**src/rtl/mdioPkg.sv**
```systemverilog
`timescale 1ns/1ps
package mdioPkg;

  typedef enum logic {
    SEL_CTRL = 1'b0,
    SEL_DATA = 1'b1
  } regSelT;

  // Strobes and phase flags from the sequencer to the datapath
  typedef struct packed {
    logic busy;      // frame in progress
    logic launch;    // accepted command write
    logic dataWr;    // accepted data write
    logic rise;      // MDC rises this cycle
    logic fall;      // MDC falls this cycle
    logic finish;    // last falling edge of the frame
    logic pastAddr;  // bit index reached the turnaround
    logic inData;    // bit index reached the data bits
  } mdioStrobeT;

endpackage

```
**src/rtl/mdioSeqCtrl.sv**
```systemverilog
`timescale 1ns/1ps
module mdioSeqCtrl
  import mdioPkg::*;
#(
  parameter int FRAME_BITS = 64,
  parameter int TA_POS     = 46,
  parameter int DATA_POS   = 48,
  parameter int MDC_HALF   = 10
) (
  input  logic       clk,
  input  logic       rstN,
  input  logic       regWrEn,
  input  logic       regSel,
  output mdioStrobeT st,
  output logic       mdc
);

  localparam int IDX_W = $clog2(FRAME_BITS);
  localparam int DIV_W = $clog2(MDC_HALF + 1);
  localparam logic [IDX_W-1:0] LAST_IDX = IDX_W'(FRAME_BITS - 1);
  localparam logic [IDX_W-1:0] TA_IDX   = IDX_W'(TA_POS);
  localparam logic [IDX_W-1:0] DATA_IDX = IDX_W'(DATA_POS);
  localparam logic [DIV_W-1:0] DIV_LAST = DIV_W'(MDC_HALF - 1);

  logic             busyQ;
  logic             mdcQ;
  logic [DIV_W-1:0] divCnt;
  logic [IDX_W-1:0] bitIdx;
  logic             halfDone;
  logic             launch;

  assign halfDone = busyQ && (divCnt == DIV_LAST);
  assign launch   = regWrEn && (regSel == SEL_CTRL) && !busyQ;

  always_comb begin
    st.busy     = busyQ;
    st.launch   = launch;
    st.dataWr   = regWrEn && (regSel == SEL_DATA) && !busyQ;
    st.rise     = halfDone && !mdcQ;
    st.fall     = halfDone && mdcQ;
    st.finish   = halfDone && mdcQ && (bitIdx == LAST_IDX);
    st.pastAddr = bitIdx >= TA_IDX;
    st.inData   = bitIdx >= DATA_IDX;
  end

  always_ff @(posedge clk) begin
    if (!rstN) begin
      busyQ  <= 1'b0;
      mdcQ   <= 1'b0;
      divCnt <= '0;
      bitIdx <= '0;
    end else if (launch) begin
      busyQ  <= 1'b1;
      mdcQ   <= 1'b0;
      divCnt <= '0;
      bitIdx <= '0;
    end else if (busyQ) begin
      if (halfDone) begin
        divCnt <= '0;
        mdcQ   <= ~mdcQ;
        if (mdcQ) begin
          if (bitIdx == LAST_IDX) begin
            busyQ <= 1'b0;
          end else begin
            bitIdx <= bitIdx + 1'b1;
          end
        end
      end else begin
        divCnt <= divCnt + 1'b1;
      end
    end
  end

  assign mdc = mdcQ;

  AST_LAUNCH_FROM_WRITE: assert property (@(posedge clk) disable iff (!rstN)
    $rose(busyQ) |-> $past(regWrEn && (regSel == SEL_CTRL)));

  AST_FRAME_STARTS_CLEAN: assert property (@(posedge clk) disable iff (!rstN)
    $rose(busyQ) |-> (bitIdx == '0) && (divCnt == '0) && !mdcQ);

  AST_MDC_IDLE_LOW: assert property (@(posedge clk) disable iff (!rstN)
    !busyQ |-> !mdcQ);

  AST_NO_RELAUNCH: assert property (@(posedge clk) disable iff (!rstN)
    busyQ && !halfDone |=> busyQ);

endmodule

```
**src/rtl/mdioDatapath.sv**
```systemverilog
`timescale 1ns/1ps
module mdioDatapath
  import mdioPkg::*;
#(
  parameter int ADDR_W     = 5,
  parameter int DATA_W     = 16,
  parameter int PRE_BITS   = 32,
  parameter int FRAME_BITS = 64
) (
  input  logic              clk,
  input  logic              rstN,
  input  mdioStrobeT        st,
  input  logic              mdcIn,
  input  logic [DATA_W-1:0] regWrData,
  input  logic              mdioIn,
  output logic [DATA_W-1:0] ctrlRd,
  output logic [DATA_W-1:0] dataRd,
  output logic              mdioOut,
  output logic              mdioOe
);

  localparam int DIR_BIT  = 2 * ADDR_W;
  localparam int BUSY_BIT = DATA_W - 1;

  logic [ADDR_W-1:0]     phyQ;
  logic [ADDR_W-1:0]     regQ;
  logic                  dirQ;
  logic [DATA_W-1:0]     dataQ;
  logic [DATA_W-1:0]     capQ;
  logic [FRAME_BITS-1:0] shiftQ;
  logic [FRAME_BITS-1:0] frameNext;
  logic [ADDR_W-1:0]     wrPhy;
  logic [ADDR_W-1:0]     wrReg;
  logic                  wrDir;
  logic [1:0]            opCode;

  assign wrReg  = regWrData[ADDR_W-1:0];
  assign wrPhy  = regWrData[2*ADDR_W-1:ADDR_W];
  assign wrDir  = regWrData[DIR_BIT];
  assign opCode = wrDir ? 2'b10 : 2'b01;

  assign frameNext = {{PRE_BITS{1'b1}}, 2'b01, opCode, wrPhy, wrReg, 2'b10, dataQ};

  always_ff @(posedge clk) begin
    if (!rstN) begin
      phyQ   <= '0;
      regQ   <= '0;
      dirQ   <= 1'b0;
      shiftQ <= '0;
    end else if (st.launch) begin
      phyQ   <= wrPhy;
      regQ   <= wrReg;
      dirQ   <= wrDir;
      shiftQ <= frameNext;
    end else if (st.fall) begin
      shiftQ <= {shiftQ[FRAME_BITS-2:0], 1'b0};
    end
  end

  always_ff @(posedge clk) begin
    if (!rstN) begin
      capQ <= '0;
    end else if (st.rise && st.inData && dirQ) begin
      capQ <= {capQ[DATA_W-2:0], mdioIn};
    end
  end

  always_ff @(posedge clk) begin
    if (!rstN) begin
      dataQ <= '0;
    end else if (st.dataWr) begin
      dataQ <= regWrData;
    end else if (st.finish && dirQ) begin
      dataQ <= capQ;
    end
  end

  always_comb begin
    ctrlRd                  = '0;
    ctrlRd[ADDR_W-1:0]      = regQ;
    ctrlRd[DIR_BIT-1:ADDR_W] = phyQ;
    ctrlRd[DIR_BIT]         = dirQ;
    ctrlRd[BUSY_BIT]        = st.busy;
  end

  assign dataRd  = dataQ;
  assign mdioOut = shiftQ[FRAME_BITS-1];
  assign mdioOe  = st.busy && !(dirQ && st.pastAddr);

  AST_MDIO_HOLD_HIGH: assert property (@(posedge clk) disable iff (!rstN)
    (mdcIn && $past(mdcIn)) |-> $stable(mdioOut));

  AST_DRIVE_ONLY_AFTER_LAUNCH: assert property (@(posedge clk) disable iff (!rstN)
    $rose(mdioOe) |-> $past(st.launch));

  AST_CTRL_FROZEN: assert property (@(posedge clk) disable iff (!rstN)
    st.busy |=> $stable({phyQ, regQ, dirQ}));

  AST_DATA_FROZEN: assert property (@(posedge clk) disable iff (!rstN)
    (st.busy && !st.finish) |=> $stable(dataQ));

endmodule

```
**src/rtl/mdioMgmt.sv**
```systemverilog
`timescale 1ns/1ps
module mdioMgmt
  import mdioPkg::*;
#(
  parameter int CLK_NS     = 20,
  parameter int MDC_MIN_NS = 400,
  parameter int ADDR_W     = 5,
  parameter int DATA_W     = 16,
  parameter int PRE_BITS   = 32
) (
  input  logic              clk,
  input  logic              rstN,
  input  logic              regWrEn,
  input  logic              regSel,
  input  logic [DATA_W-1:0] regWrData,
  output logic [DATA_W-1:0] ctrlRd,
  output logic [DATA_W-1:0] dataRd,
  output logic              mdc,
  output logic              mdioOut,
  output logic              mdioOe,
  input  logic              mdioIn
);

  localparam int HALF_RAW   = (MDC_MIN_NS + 2 * CLK_NS - 1) / (2 * CLK_NS);
  localparam int MDC_HALF   = (HALF_RAW < 1) ? 1 : HALF_RAW;
  localparam int TA_POS     = PRE_BITS + 4 + 2 * ADDR_W;
  localparam int DATA_POS   = TA_POS + 2;
  localparam int FRAME_BITS = DATA_POS + DATA_W;

  mdioStrobeT st;

  mdioSeqCtrl #(
    .FRAME_BITS(FRAME_BITS),
    .TA_POS    (TA_POS),
    .DATA_POS  (DATA_POS),
    .MDC_HALF  (MDC_HALF)
  ) i_seq (
    .clk    (clk),
    .rstN   (rstN),
    .regWrEn(regWrEn),
    .regSel (regSel),
    .st     (st),
    .mdc    (mdc)
  );

  mdioDatapath #(
    .ADDR_W    (ADDR_W),
    .DATA_W    (DATA_W),
    .PRE_BITS  (PRE_BITS),
    .FRAME_BITS(FRAME_BITS)
  ) i_dp (
    .clk      (clk),
    .rstN     (rstN),
    .st       (st),
    .mdcIn    (mdc),
    .regWrData(regWrData),
    .mdioIn   (mdioIn),
    .ctrlRd   (ctrlRd),
    .dataRd   (dataRd),
    .mdioOut  (mdioOut),
    .mdioOe   (mdioOe)
  );

endmodule

```
**config.mk**
```make
export PLATFORM = sky130hd
export DESIGN_NAME = mdioMgmt
export DESIGN_NICKNAME = d
export VERILOG_FILES = /design/src/rtl/mdioPkg.sv /design/src/rtl/mdioSeqCtrl.sv /design/src/rtl/mdioDatapath.sv /design/src/rtl/mdioMgmt.sv
export SDC_FILE = /design/constraint.sdc
export NUM_CORES = 1
export LEC_CHECK = 0
export BUFFER_PORTS_ARGS = -buffer_cell sky130_fd_sc_hd__buf_2
export CORE_MARGIN = 2
export CORE_UTILIZATION = 50
export CTS_CLUSTER_SIZE = 8
export DETAILED_ROUTE_END_ITERATION = 8
export GPL_ROUTABILITY_DRIVEN = 0
export PLACE_DENSITY_LB_ADDON = 0.05
export SYNTH_ARGS = -nofsm -noshare
export SYNTH_HDL_FRONTEND = slang
export SYNTH_SLANG_ARGS = --single-unit
export TNS_END_PERCENT = 5
```
**constraint.sdc**
```tcl
create_clock -name clk -period 1.7 [get_ports clk]
set_input_delay 0 -clock clk [delete_from_list [all_inputs] [get_ports clk]]
set_output_delay 0 -clock clk [all_outputs]
set_load 0.005 [all_outputs]
```
**Word-level counts from Yosys, hierarchy flattened**

Cells that the tools add are included.

- Memories: 0
- Bits in registers: 119
- Word-level logic and storage cells: 53
- ROM bits: 0
- Bits of input ports: 21
- Output and inout port bits: 35
- Bits in latches: 0
- RAM bits: 0

- $mul: 0
- Reduce and logical (&&, ||, !) cells: 21
- Eq/ne operators: 2
- Shift-type cells: 0
- Order comparisons: 2
- Muxes and demuxes: 11
- Div/mod/pow operators: 0
- $add $sub $neg: 2
- Bitwise operators: 4

Operators with widths:

| cell | number |
|---|---|
| $mux 64 | 2 |
| $mux 16 | 2 |
| $logic_and 1x1->1 | 13 |
| $ge 6x6->1 const B | 2 |
| $add 6x1->6 const B | 1 |
| $eq 6x6->1 const B | 1 |
| $mux 1 | 5 |
| $add 4x1->4 const B | 1 |
| $eq 4x4->1 const B | 1 |
| $mux 4 | 1 |
| $not 1->1 | 4 |
| $reduce_and 4->1 | 1 |
| $reduce_bool 2->1 | 2 |
| $logic_not 1->1 | 3 |
| $mux 2 | 1 |
| $reduce_and 2->1 | 1 |
| $reduce_or 2->1 | 1 |

**Depth between registers and ports, before layout**

Gate-level depths: netlist (run 1).

- Word-level depth: 7
- Depth in mapped cells: 8

**Modules after synthesis**

From an unflattened synthesis (run 1), not the netlist that was laid out.

- Cell total of the unflattened synthesis: 508
- Area, all modules: 5,431.5 sq um

Modules (own cells, without submodules):

| module | area an instance (sq um) | cells each | times used | seq. area each (sq um) |
|---|---|---|---|---|
| mdioDatapath | 4,760.8 | 432 | 1 | 2,142.1 |
| mdioSeqCtrl | 670.6 | 76 | 1 | 240.2 |

**Worst setup path after synthesis (run 1)**

Ideal clock, no wire load.

- Path kind: reg-to-reg
- Start: reg i_seq.divCnt[0]
- End: reg i_dp.dataQ[10], in the netlist i_dp.dataRd[10]
- Required time: 1.613 ns
- Data arrival time: 1.582 ns
- Path slack: 0.031 ns
- Cell stages (with the launch flop): 6
- Clock period less this slack: 1.669 ns
- Cell sequence: dfxtp_1 ha_1 nand4b_1 o41a_1 clkbuf_1 o31ai_1

- Cells in the longest elaborated chain, start to end: 6

Ends and longest elaborated chain:

| what | RTL line | text |
|---|---|---|
| start: declaration | mdioSeqCtrl.sv:27 | `logic [DIV_W-1:0] divCnt;` |
| start signal: assignment | mdioSeqCtrl.sv:69 | `divCnt <= divCnt + 1'b1;` |
| $eq 4x4->1 | mdioSeqCtrl.sv:32 | `assign halfDone = busyQ && (divCnt == DIV_LAST);` |
| $logic_and 1x1->1 | mdioSeqCtrl.sv:32 |  |
| $logic_and 1x1->1 (2 in series) | mdioSeqCtrl.sv:41 | `st.finish = halfDone && mdcQ && (bitIdx == LAST_IDX);` |
| $logic_and 1x1->1 | mdioDatapath.sv:73 | `end else if (st.finish && dirQ) begin` |
| $reduce_bool 2->1 (no source line) | -- |  |
| end signal: assignment | mdioDatapath.sv:72 | `dataQ <= regWrData;` |
| end signal: assignment | mdioDatapath.sv:74 | `dataQ <= capQ;` |
| end: declaration | mdioDatapath.sv:28 | `logic [DATA_W-1:0] dataQ;` |

Every way passes these cells.
A chain may end at the register's enable or synchronous reset.

**Final worst setup path (run 1)**

- Start: reg i_seq.divCnt[1]
- End: reg i_seq.bitIdx[5]

- Cells in the longest elaborated chain, start to end: 3

Ends and longest elaborated chain:

| what | RTL line | text |
|---|---|---|
| $eq 4x4->1 | mdioSeqCtrl.sv:32 |  |
| $logic_and 1x1->1 | mdioSeqCtrl.sv:32 |  |
| $reduce_and 4->1 (no source line) | -- |  |
| end signal: assignment | mdioSeqCtrl.sv:65 | `bitIdx <= bitIdx + 1'b1;` |
| end: declaration | mdioSeqCtrl.sv:28 | `logic [IDX_W-1:0] bitIdx;` |

Every way passes these cells.

==> results of run 1 <==
power groups by stage:
stage / logic [µW] / clock network, µW / registers [µW]
floorplan: 268 / 0 / 3000
global placement: 419 / 0 / 3000
detailed placement: 427 / 0 / 3010
CTS: 461 / 3680 / 2950
global route: 511 / 3820 / 2960
finish: 465 / 3630 / 2950
final cells by class:
class                   instances  area, µm²  share of cell area [%]
repair buffers                100        810                    13.4
clock buffers                  19        442                    7.29
multi-input cells             383       2100                    34.6
inverters                       4       15.0                   0.248
well taps                     111        139                    2.29
clock inverters                13        170                    2.81
flip-flops and latches        119       2380                    39.3
final timing paths:
path,end,slack [ps]
max,i_seq.bitIdx[5],60
min reg2reg,i_dp.regQ[0],450
max reg2reg,i_seq.bitIdx[5],60
min,i_dp.regQ[3],30
sequential cells by signal, indices dropped and copies added, names as in the netlist:
register	flops
i_dp.shiftQ	64
i_dp.regQ	5
i_seq.busyQ	1
i_dp.dirQ	1
i_seq.mdc	1
i_dp.dataRd	16
i_seq.bitIdx	6
i_dp.phyQ	5
i_dp.capQ	16
i_seq.divCnt	4
worst min-delay path, stage by stage:
cell                      delay (ps)
sky130_fd_sc_hd__buf_2           120
sky130_fd_sc_hd__nor3b_4          50
sky130_fd_sc_hd__buf_12          150
sky130_fd_sc_hd__nand2_1          90
sky130_fd_sc_hd__a21oi_1          60
cell families (layout without fill, tap and decap cells):
logic type / count (synthesis) / after routing / share of synthesized area [%]
multiplexers: 19 / 19 / 4.10
AND/OR/NAND/NOR: 253 / 253 / 23.9
AO/OA/AOI/OAI: 99 / 99 / 13.5
buffers and inverters: 55 / 136 / 5.31
flip-flops: 119 / 119 / 51.3
adder cells (fa/ha/maj): 3 / 3 / 0.809
other: 1 / 4 / 0.0808
XOR/XNOR: 5 / 5 / 0.943
Yosys cell counts (3+ instances only):
cell type and count:
sky130_fd_sc_hd__clkbuf_1 33, sky130_fd_sc_hd__dfxtp_1 119, sky130_fd_sc_hd__xor2_1 4, sky130_fd_sc_hd__a21oi_1 46
sky130_fd_sc_hd__nand3_1 20, sky130_fd_sc_hd__nor3_1 75, sky130_fd_sc_hd__a31oi_1 13, sky130_fd_sc_hd__nor2_1 46
sky130_fd_sc_hd__o21ai_0 3, sky130_fd_sc_hd__o31ai_1 17, sky130_fd_sc_hd__mux2i_1 19, sky130_fd_sc_hd__a22oi_1 12
sky130_fd_sc_hd__buf_2 8, sky130_fd_sc_hd__o221ai_1 3, sky130_fd_sc_hd__buf_4 8, sky130_fd_sc_hd__inv_1 4
sky130_fd_sc_hd__ha_1 3, sky130_fd_sc_hd__nand2_1 102, sky130_fd_sc_hd__or3_1 3
stage by stage:
stage	total power [µW]	instance area (µm²)
floorplan	3270	4650
global placement	3420	5210
detailed placement	3430	5210
CTS	7100	6000
global route	7300	6050
finish	7040	6050
metal layers:
layer  vias up  global-route usage (%)  share of wire [%]
met3         9                    5.71                4.8
met2        99                    36.0                 47
met5         -                       0                  0
met4         0                    8.11               0.89
met1      1882                    30.8                 47
li1       2058                       -                  -
layout by cell type, fill, tap and decap left out, drive strengths merged:
cell           n
a211oi         1
a21oi         46
a22oi         12
a31oi         13
and4b          1
buf           82
bufinv         3
clkbuf        19
clkinv         4
clkinvlp       3
conb           4
dfxtp        119
dlygate4sd3   18
ha             3
inv            7
mux2i         19
nand2        102
nand3         20
nand3b         1
nand4          1
nand4b         1
nor2          46
nor3          75
nor3b          1
o2111ai        1
o211ai         1
o21a           1
o21ai          3
o221ai         3
o31ai         17
o41a           1
or3            3
or3b           1
or4            1
xnor2          1
xor2           4
repair_timing:
action / 4_1_cts / 5_1_grt
setup endpoints to repair: 2 / 36
hold buffers: 18 / 0
cloned: 0 / 0
pin swaps: 0 / 3
resized for setup: 1 / 13
hold endpoints to repair: 53 / 0
==> results.yml, run 1 <==
yosys:
  yosys_register_bits: 119
  netlist_instances: 554
  fraction_of_the_yosys_area_taken_by_sequential_cells_pct: 51.3
  post-synth-top-area-cell: "sky130_fd_sc_hd__dfxtp_1"
  async_flop_share_pct: 0
  count_of_flip_flops_with_a_built_in_enable_after_synthesis: 0
  post_synth_design_cell_area_um2: 4640
  post_synthesis_average_cell_area_um2: 8.38
  synth.area.top_cells: "sky130_fd_sc_hd__dfxtp_1 51%, sky130_fd_sc_hd__nand2_1 8.2%, sky130_fd_sc_hd__nor3_1 8.1%, sky130_fd_sc_hd__a21oi_1 5.0%, sky130_fd_sc_hd__mux2i_1 4.1%"
  yosys_warnings: 0
  synth_top_area_share_pct: 51.3
  synthFlopType: "sky130_fd_sc_hd__dfxtp_1"
  synth.distinct_cells: 34
critical_path:
  worst-setup-path-type: "reg -> reg"
  worst_setup_path_start_kind: "flip-flop"
  critical_path_depth: 6
  critical-path-slowest-cell: "sky130_fd_sc_hd__or4_4"
  crit_arrival_ps: 2070
  worst_r2r_path_depth: 6
  cp_cell_sequence: "inv_1 -> ha_1 -> and4b_2 -> o211ai_4 -> or4_4 -> a21oi_2"
  worstPathRequired_ps: 2130
  critPathMaxStageDelay_ps: 490
  critical_path.startpoint: "i_seq.divCnt[1]"
  cp_buf_inv_count: 1
  cp_top_family: "simple AND/OR/NAND/NOR gates"
  worst_setup_path_end_kind: "flip-flop"
  worst_path_max_fanout: 7
  r2r_start: "i_seq.divCnt[1]"
sta:
  hold_slack_ps: 34.0
  grt_setup_unrepaired: "yes"
  worst_slack_ps: 60.5
  drv_slew: 0
  final.period_utilization_pct: 96.4
  finalClockSkew_ps: 9.21
  timing.setup.tns_ps: 0
  finalSetupViolCount: 0
  finalWorstPathRequiredPeriod_ps: 1640
  fmax_mhz: 610
  final-hold-violation-count: 0
clocking:
  clock_latency_ps: 500
  clkSlewWorstSetupHoldPaths_ps: 60
  cts.htree.levels: 4
  max_clock_buf_depth: 2
  cts_tree: "done"
  cts_sinks: 119
  post_cts.repair.setup_buffers: 0
  cts-buffers-inserted: 17
  cts_root_buf: "sky130_fd_sc_hd__clkbuf_8"
grt:
  grt_use_total_pct: 22.9
  first_global_vias: 3862
  grt_overflow_total: 0
  antenna_found_initial: 0
  grt_start_max_net_pins: 39
  wire_length_of_the_first_global_routing_pass_um: 18300
routing:
  drc: 0
  vias_per_cell: 5.40
  first_pass_iters: 5
  routed_wl_um: 11100
  routed-via-count: 4048
  avgRoutedWirePerCell_um: 14.9
  route.antenna.remaining_nets: 0
  drt_iter0_drc: 183
placed_design:
  buffer_ports.inserted: 51
  placement.setup.worst_slack_ps: -2.38
  final_hpwl_from_detailed_placement_um: 6870
  place_inst: 699
floorplan:
  die_height_um: 100
  core.rowCount: 35
  design.portCount: 56
  placeableCoreArea_um2: 9110
  design.die.area_um2: 10100
  floorplan.initialDensity_pct: 51.0
  die_width_um: 100
pwr:
  worst_ir_drop_vdd_mv: 0.565
  clkPwrFrac_pct: 51.5
  power_frac_seq_pct: 41.9
  comb_power_share_pct: 6.6
  power_density_nw_per_um2: 1160
  switching_share_pct: 22.8
  power.leakage_uw: 0.00244
  internal_power_uw: 5440
  p_sw_uw: 1610
final_layout:
  nFillCells: 778
  nNetsFinal: 649
  postLayoutCoreUtil_pct: 66.5
  syn2layout_area_growth_pct: 30.4
  layout_cell_share_with_drive_strength_beyond_1_pct: 20.8
  final-instance-count-excl-fill: 749
  num_antenna_cells: 0
status:
  run_status: "complete, no violations"
hold_path:
  worstHoldPathCells: 5
  hold_path_start: "regSel"
  worst_hold_path_type: "in -> reg"
flow_run:
  cap_viol_max_count: 0
Note: power is estimated with default switching activity, not from simulation.
==> inputs of run 2 (changes only) <==
--- a/config.mk
+++ b/config.mk
@@ -5,6 +5,7 @@
 export SDC_FILE = /design/constraint.sdc
 export NUM_CORES = 1
 export LEC_CHECK = 0
+export ABC_AREA = 1
 export BUFFER_PORTS_ARGS = -buffer_cell sky130_fd_sc_hd__buf_2
 export CORE_MARGIN = 2
 export CORE_UTILIZATION = 50
@@ -12,6 +13,7 @@
 export DETAILED_ROUTE_END_ITERATION = 8
 export GPL_ROUTABILITY_DRIVEN = 0
 export PLACE_DENSITY_LB_ADDON = 0.05
+export SLEW_MARGIN = 10
 export SYNTH_ARGS = -nofsm -noshare
 export SYNTH_HDL_FRONTEND = slang
 export SYNTH_SLANG_ARGS = --single-unit
==> results.yml, run 2 <==
yosys:
  synthFlopType: "sky130_fd_sc_hd__dfxtp_1"
  fraction_of_the_yosys_area_taken_by_sequential_cells_pct: 46.9
  yosys_warnings: 0
  count_of_flip_flops_with_a_built_in_enable_after_synthesis: 0
  synth.cells.most_frequent: "134 x sky130_fd_sc_hd__nand2_1, 126 x sky130_fd_sc_hd__nor2_1, 119 x sky130_fd_sc_hd__dfxtp_1, 78 x sky130_fd_sc_hd__inv_1, 72 x sky130_fd_sc_hd__o21ai_0"
  synth.area.top_cells: "sky130_fd_sc_hd__dfxtp_1 47%, sky130_fd_sc_hd__nand2_1 9.9%, sky130_fd_sc_hd__nor2_1 9.3%, sky130_fd_sc_hd__o21ai_0 7.1%, sky130_fd_sc_hd__a21oi_1 6.3%"
  post-synth-top-area-cell: "sky130_fd_sc_hd__dfxtp_1"
  post_synth_design_cell_area_um2: 5080
  yosys_register_bits: 119
  synth.distinct_cells: 30
  synth_most_common_cell: "sky130_fd_sc_hd__nand2_1"
  post_synthesis_average_cell_area_um2: 7.12
  netlist_instances: 713
  synth_top_area_share_pct: 46.9
  async_flop_share_pct: 0
grt:
  grt_start_max_net_pins: 54
  wire_length_of_the_first_global_routing_pass_um: 20000
  grt_overflow_total: 0
  antenna_found_initial: 0
  first_global_vias: 4148
  grt_use_total_pct: 22.6
sta:
  drv_slew: 0
  final-hold-violation-count: 0
  finalSetupViolCount: 0
  fmax_mhz: 635
  worst_slew_margin_rel_pct: 64.6
  max_slew.worst_pin.slew_ps: 530
  finalClockSkew_ps: 7.90
  final.period_utilization_pct: 92.6
  grt_setup_unrepaired: "yes"
  worst_slack_ps: 126
  finalWorstPathRequiredPeriod_ps: 1570
flow_run:
  cap_viol_max_count: 0
final_layout:
  nNetsFinal: 800
  largest_register_ffs: 64
  layout_cell_share_with_drive_strength_beyond_1_pct: 14.7
  syn2layout_area_growth_pct: 22.6
  layout_common_cells: "133 x sky130_fd_sc_hd__nand2_1, 124 x sky130_fd_sc_hd__nor2_1, 119 x sky130_fd_sc_hd__dfxtp_1"
  most_frequent_standard_cell_in_the_layout_excluding_fill_and_tap_cells: "sky130_fd_sc_hd__nand2_1"
  num_antenna_cells: 0
  largest-register: "i_dp.shiftQ"
  postLayoutCoreUtil_pct: 63.4
pwr:
  power_density_nw_per_um2: 1120
  power.leakage_uw: 0.00265
  p_total_uw: 6960
  worst_ir_drop_vdd_mv: 0.853
placed_design:
  placement.setup.worst_slack_ps: -19.7
  final_hpwl_from_detailed_placement_um: 7940
  buffer_ports.inserted: 51
clocking:
  cts_root_buf: "sky130_fd_sc_hd__clkbuf_8"
  cts.htree.levels: 4
  cts-buffers-inserted: 17
  clkSlewWorstSetupHoldPaths_ps: 50
  clock_latency_ps: 510
  max_clock_buf_depth: 2
  cts_sinks: 119
  post_cts.repair.setup_buffers: 0
  cts_tree: "done"
floorplan:
  design.portCount: 56
  die_height_um: 105
  core.rowCount: 36
  placeableCoreArea_um2: 9820
  design.die.area_um2: 11000
  die_width_um: 105
  floorplan.initialDensity_pct: 51.7
routing:
  route.antenna.remaining_nets: 0
  routed-via-count: 4547
  routed_wl_um: 12100
  first_pass_iters: 4
  vias_per_cell: 4.93
  drt_iter0_drc: 337
  drc: 0
  avgRoutedWirePerCell_um: 13.2
critical_path:
  worst_path_max_fanout: 37
  worst_setup_path_start_kind: "flip-flop"
  worst_setup_path_end_kind: "flip-flop"
  worst-setup-path-type: "reg -> reg"
  crit_arrival_ps: 2010
  worstPathRequired_ps: 2140
status:
  run_status: "complete, no violations"
hold_path:
  worst_hold_path_type: "in -> reg"
==> run 2: logic make-up after synthesis <==
kind of cell	synth area share, %
compound gates	15.0
xor+xnor	0.690
fa+ha+maj	0.739
buf+inv	11.7
flops	46.9
other cells	0.0739
simple gates	24.9
==> run 2: final timing paths <==
check	startpoint	to	slack, ps	depth (start not counted)
setup / recovery	i_seq.divCnt[1]	i_dp.shiftQ[28]	130	9
hold / removal	regWrEn	i_dp.phyQ[4]	160	6
setup reg to reg	i_seq.divCnt[1]	i_dp.shiftQ[28]	130	9
hold reg to reg	i_dp.shiftQ[5]	i_dp.shiftQ[5]	460	2
==> run 2: timing repair <==
action / CTS / global route
endpoints found under the setup margin: 3 / 53
gates cloned: 0 / 0
hold endpoints to repair: 48 / 0
pin swaps: 0 / 0
hold buffers: 19 / 0
gates resized for setup: 1 / 12
==> run 2: power by group <==
| part | total (µW) | internal [µW] | switching [µW] | leakage [µW] |
|---|---|---|---|---|
| registers | 2990 | 2920 | 69.8 | 0.000972 |
| clock network | 3390 | 2120 | 1270 | 0.000267 |
| logic | 582 | 247 | 335 | 0.00141 |
| total | 6960 | 5280 | 1680 | 0.00265 |
==> run 2: critical path, stage by stage, from the launching register on <==
cell                      delay [ps]
sky130_fd_sc_hd__dfxtp_1         310
sky130_fd_sc_hd__inv_1           100
sky130_fd_sc_hd__ha_2            190
sky130_fd_sc_hd__nand2_1          80
sky130_fd_sc_hd__nor2_4          140
sky130_fd_sc_hd__nand2_2         120
sky130_fd_sc_hd__nand2_2         130
sky130_fd_sc_hd__buf_12          200
sky130_fd_sc_hd__o21ai_0         100
sky130_fd_sc_hd__a21oi_1         140
==> run 2: area by class of cell <==
class,instances,area (µm²)
clock buffer,20,435
clock inverter,12,128
fill,893,3590
inverter,80,303
multi-input combinational,469,2130
sequential,119,2380
tap,133,166
timing repair buffer,89,679
==> run 2: per-layer routing <==
metal | vias to the layer above | wire (µm) | part of all wire, % | global-route usage [%]
met1 | 2077 | 6090 | 50 | 32.3
met4 | 0 | 127 | 1.0 | 6.29
met5 | - | 0 | 0 | 0
met2 | 96 | 5440 | 45 | 34.0
li1 | 2361 | - | - | -
met3 | 13 | 482 | 4.0 | 5.43
==> run 2: per-stage QoR <==
stage | TNS (ps) | area, µm² | hold slack, ps | std cells
after floorplan | 0 | 5090 | 158 | 716
after global placement | 0 | 5450 | 262 | 871
after detailed placement | -19.7 | 5450 | 277 | 871
after CTS | 0 | 6200 | 134 | 922
after global routing | -51.7 | 6230 | 196 | 922
final | 0 | 6230 | 157 | 922
==> inputs of run 3 (changes only) <==
==> constraint.sdc (replaced) <==
create_clock -name clk -period 2 [get_ports clk]
set_input_delay 0 -clock clk [delete_from_list [all_inputs] [get_ports clk]]
set_output_delay 0 -clock clk [all_outputs]
set_load 0.005 [all_outputs]
==> results.yml, run 3 (same netlist as run 2, synthesis figures left out) <==
status:
  run_status: "complete, no violations"
floorplan:
  core.rowCount: 36
  die_height_um: 105
  die_width_um: 105
  floorplan.initialDensity_pct: 51.7
  design.die.area_um2: 11000
  placeableCoreArea_um2: 9820
  design.portCount: 56
sta:
  final-hold-violation-count: 0
  drv_slew: 0
  finalClockSkew_ps: 8.21
  final.period_utilization_pct: 85.2
  fmax_mhz: 587
  grt_setup_unrepaired: "no"
  worst_slew_margin_rel_pct: 63.3
  finalSetupViolCount: 0
  finalWorstPathRequiredPeriod_ps: 1700
  max_slew.worst_pin.slew_ps: 551
  worst_slack_ps: 295
  timing.setup.tns_ps: 0
grt:
  grt_use_total_pct: 22.6
  first_global_vias: 4174
  grt_start_max_net_pins: 38
  antenna_found_initial: 0
  wire_length_of_the_first_global_routing_pass_um: 20300
  grt_overflow_total: 0
critical_path:
  worst_r2r_path_depth: 9
  worst_path_most_repeated_cell: "sky130_fd_sc_hd__buf_4"
  worst_setup_path_end_kind: "flip-flop"
  worst_r2r_endpoint: "i_dp.shiftQ[41]"
  cp_cell_sequence: "inv_1 -> ha_1 -> nand2_1 -> nor2_2 -> nand2_2 -> buf_4 -> buf_4 -> o21ai_0 -> nor2_1"
  cp_top_family: "buffers and inverters"
  worst_path_max_fanout: 33
  r2r_start: "i_seq.divCnt[1]"
  reg2reg_slack_ps: 300
  worst_setup_path_start_kind: "flip-flop"
  critical-path-slowest-cell: "sky130_fd_sc_hd__dfxtp_1"
  cp_buf_inv_count: 3
  worstPathRequired_ps: 2400
  critPathMaxStageDelay_ps: 310
  crit_arrival_ps: 2100
  worst-setup-path-type: "reg -> reg"
final_layout:
  postLayoutCoreUtil_pct: 61.8
  nNetsFinal: 796
  layout_common_cells: "134 x sky130_fd_sc_hd__nand2_1, 126 x sky130_fd_sc_hd__nor2_1, 119 x sky130_fd_sc_hd__dfxtp_1"
  largest-register: "i_dp.shiftQ"
  largest_register_ffs: 64
  syn2layout_area_growth_pct: 19.5
  most_frequent_standard_cell_in_the_layout_excluding_fill_and_tap_cells: "sky130_fd_sc_hd__nand2_1"
  num_antenna_cells: 0
  layout_cell_share_with_drive_strength_beyond_1_pct: 13.8
  nFillCells: 936
routing:
  first_pass_iters: 5
  drt_iter0_drc: 328
  routed_wl_um: 11900
  avgRoutedWirePerCell_um: 12.9
  route.antenna.remaining_nets: 0
  vias_per_cell: 4.91
  routed-via-count: 4510
  drc: 0
pwr:
  power.leakage_uw: 0.00259
  power_density_nw_per_um2: 943
  worst_ir_drop_vdd_mv: 0.532
placed_design:
  buffer_ports.inserted: 51
  final_hpwl_from_detailed_placement_um: 7700
  placement.setup.worst_slack_ps: 319
clocking:
  cts-buffers-inserted: 17
  post_cts.repair.setup_buffers: 0
  postCtsHoldBufs: 17
  max_clock_buf_depth: 2
  cts_sinks: 119
  cts.htree.levels: 4
  clkSlewWorstSetupHoldPaths_ps: 60
  cts.repair.resized: 0
  cts_tree: "done"
  cts_root_buf: "sky130_fd_sc_hd__clkbuf_8"
  clock_latency_ps: 510
hold_path:
  hold_path_end: "i_dp.dataRd[0]"
  hold_path_start: "rstN"
  worstHoldPathCells: 4
  worst_hold_path_type: "in -> reg"
flow_run:
  cap_viol_max_count: 0
## run 3: through the flow
stage | instance area, µm² | instances | total power, µW | hold WS (ps)
2_1_floorplan | 5090 | 716 | 2900 | 158
3_3_place_gp | 5370 | 869 | 3020 | 254
3_5_place_dp | 5370 | 869 | 3030 | 262
4_1_cts | 6070 | 918 | 5760 | 13.3
5_1_grt | 6070 | 918 | 5980 | 22.3
6_report | 6070 | 918 | 5720 | 23.2
## run 3: power breakdown
| group | total [µW] | leakage, µW | internal [µW] | switching, µW |
|---|---|---|---|---|
| Combinational | 472 | 0.00137 | 193 | 279 |
| Sequential | 2540 | 0.000972 | 2480 | 58.6 |
| Clock | 2710 | 0.000255 | 1640 | 1070 |
| Total | 5720 | 0.00259 | 4310 | 1410 |
## run 3: tightest hold or removal path, cell delays in order
cell and delay, ps:
sky130_fd_sc_hd__buf_2 120, sky130_fd_sc_hd__buf_4 230, sky130_fd_sc_hd__nand2_1 100, sky130_fd_sc_hd__nor2_1 30
## run 3: layout make-up
type | instances | area [µm²] | area share [%]
Clock inverter | 12 | 104 | 1.71
Tap cell | 133 | 166 | 2.74
Inverter | 80 | 300 | 4.95
Multi-Input combinational cell | 469 | 2110 | 34.8
Timing Repair Buffer | 85 | 578 | 9.53
Sequential cell | 119 | 2380 | 39.3
Clock buffer | 20 | 425 | 7.01
## run 3: routing by layer
metal  GRT usage [%]  wire length, µm  vias up  share of wire, %
li1                -                -     2351                 -
met1            33.5             5900     2024                50
met2            32.9             5220      129                44
met3            5.30              671        6               5.7
met4            6.00               62        0              0.52
met5               0                0        -                 0
## run 3: worst max path at each step
stage | start | to | slack [ps] | cells past startpoint
final | i_seq.divCnt[1] | i_dp.shiftQ[41] | 300 | 9
after global routing | i_seq.divCnt[0] | i_dp.shiftQ[57] | 110 | 8
after CTS | i_seq.divCnt[1] | i_dp.shiftQ[41] | 280 | 9
after detailed placement | i_seq.divCnt[1] | i_dp.shiftQ[48] | 320 | 9
after global placement | i_seq.divCnt[1] | i_seq.bitIdx[2] | 420 | 9
after floorplan | i_seq.divCnt[1] | i_seq.bitIdx[4] | 560 | 10
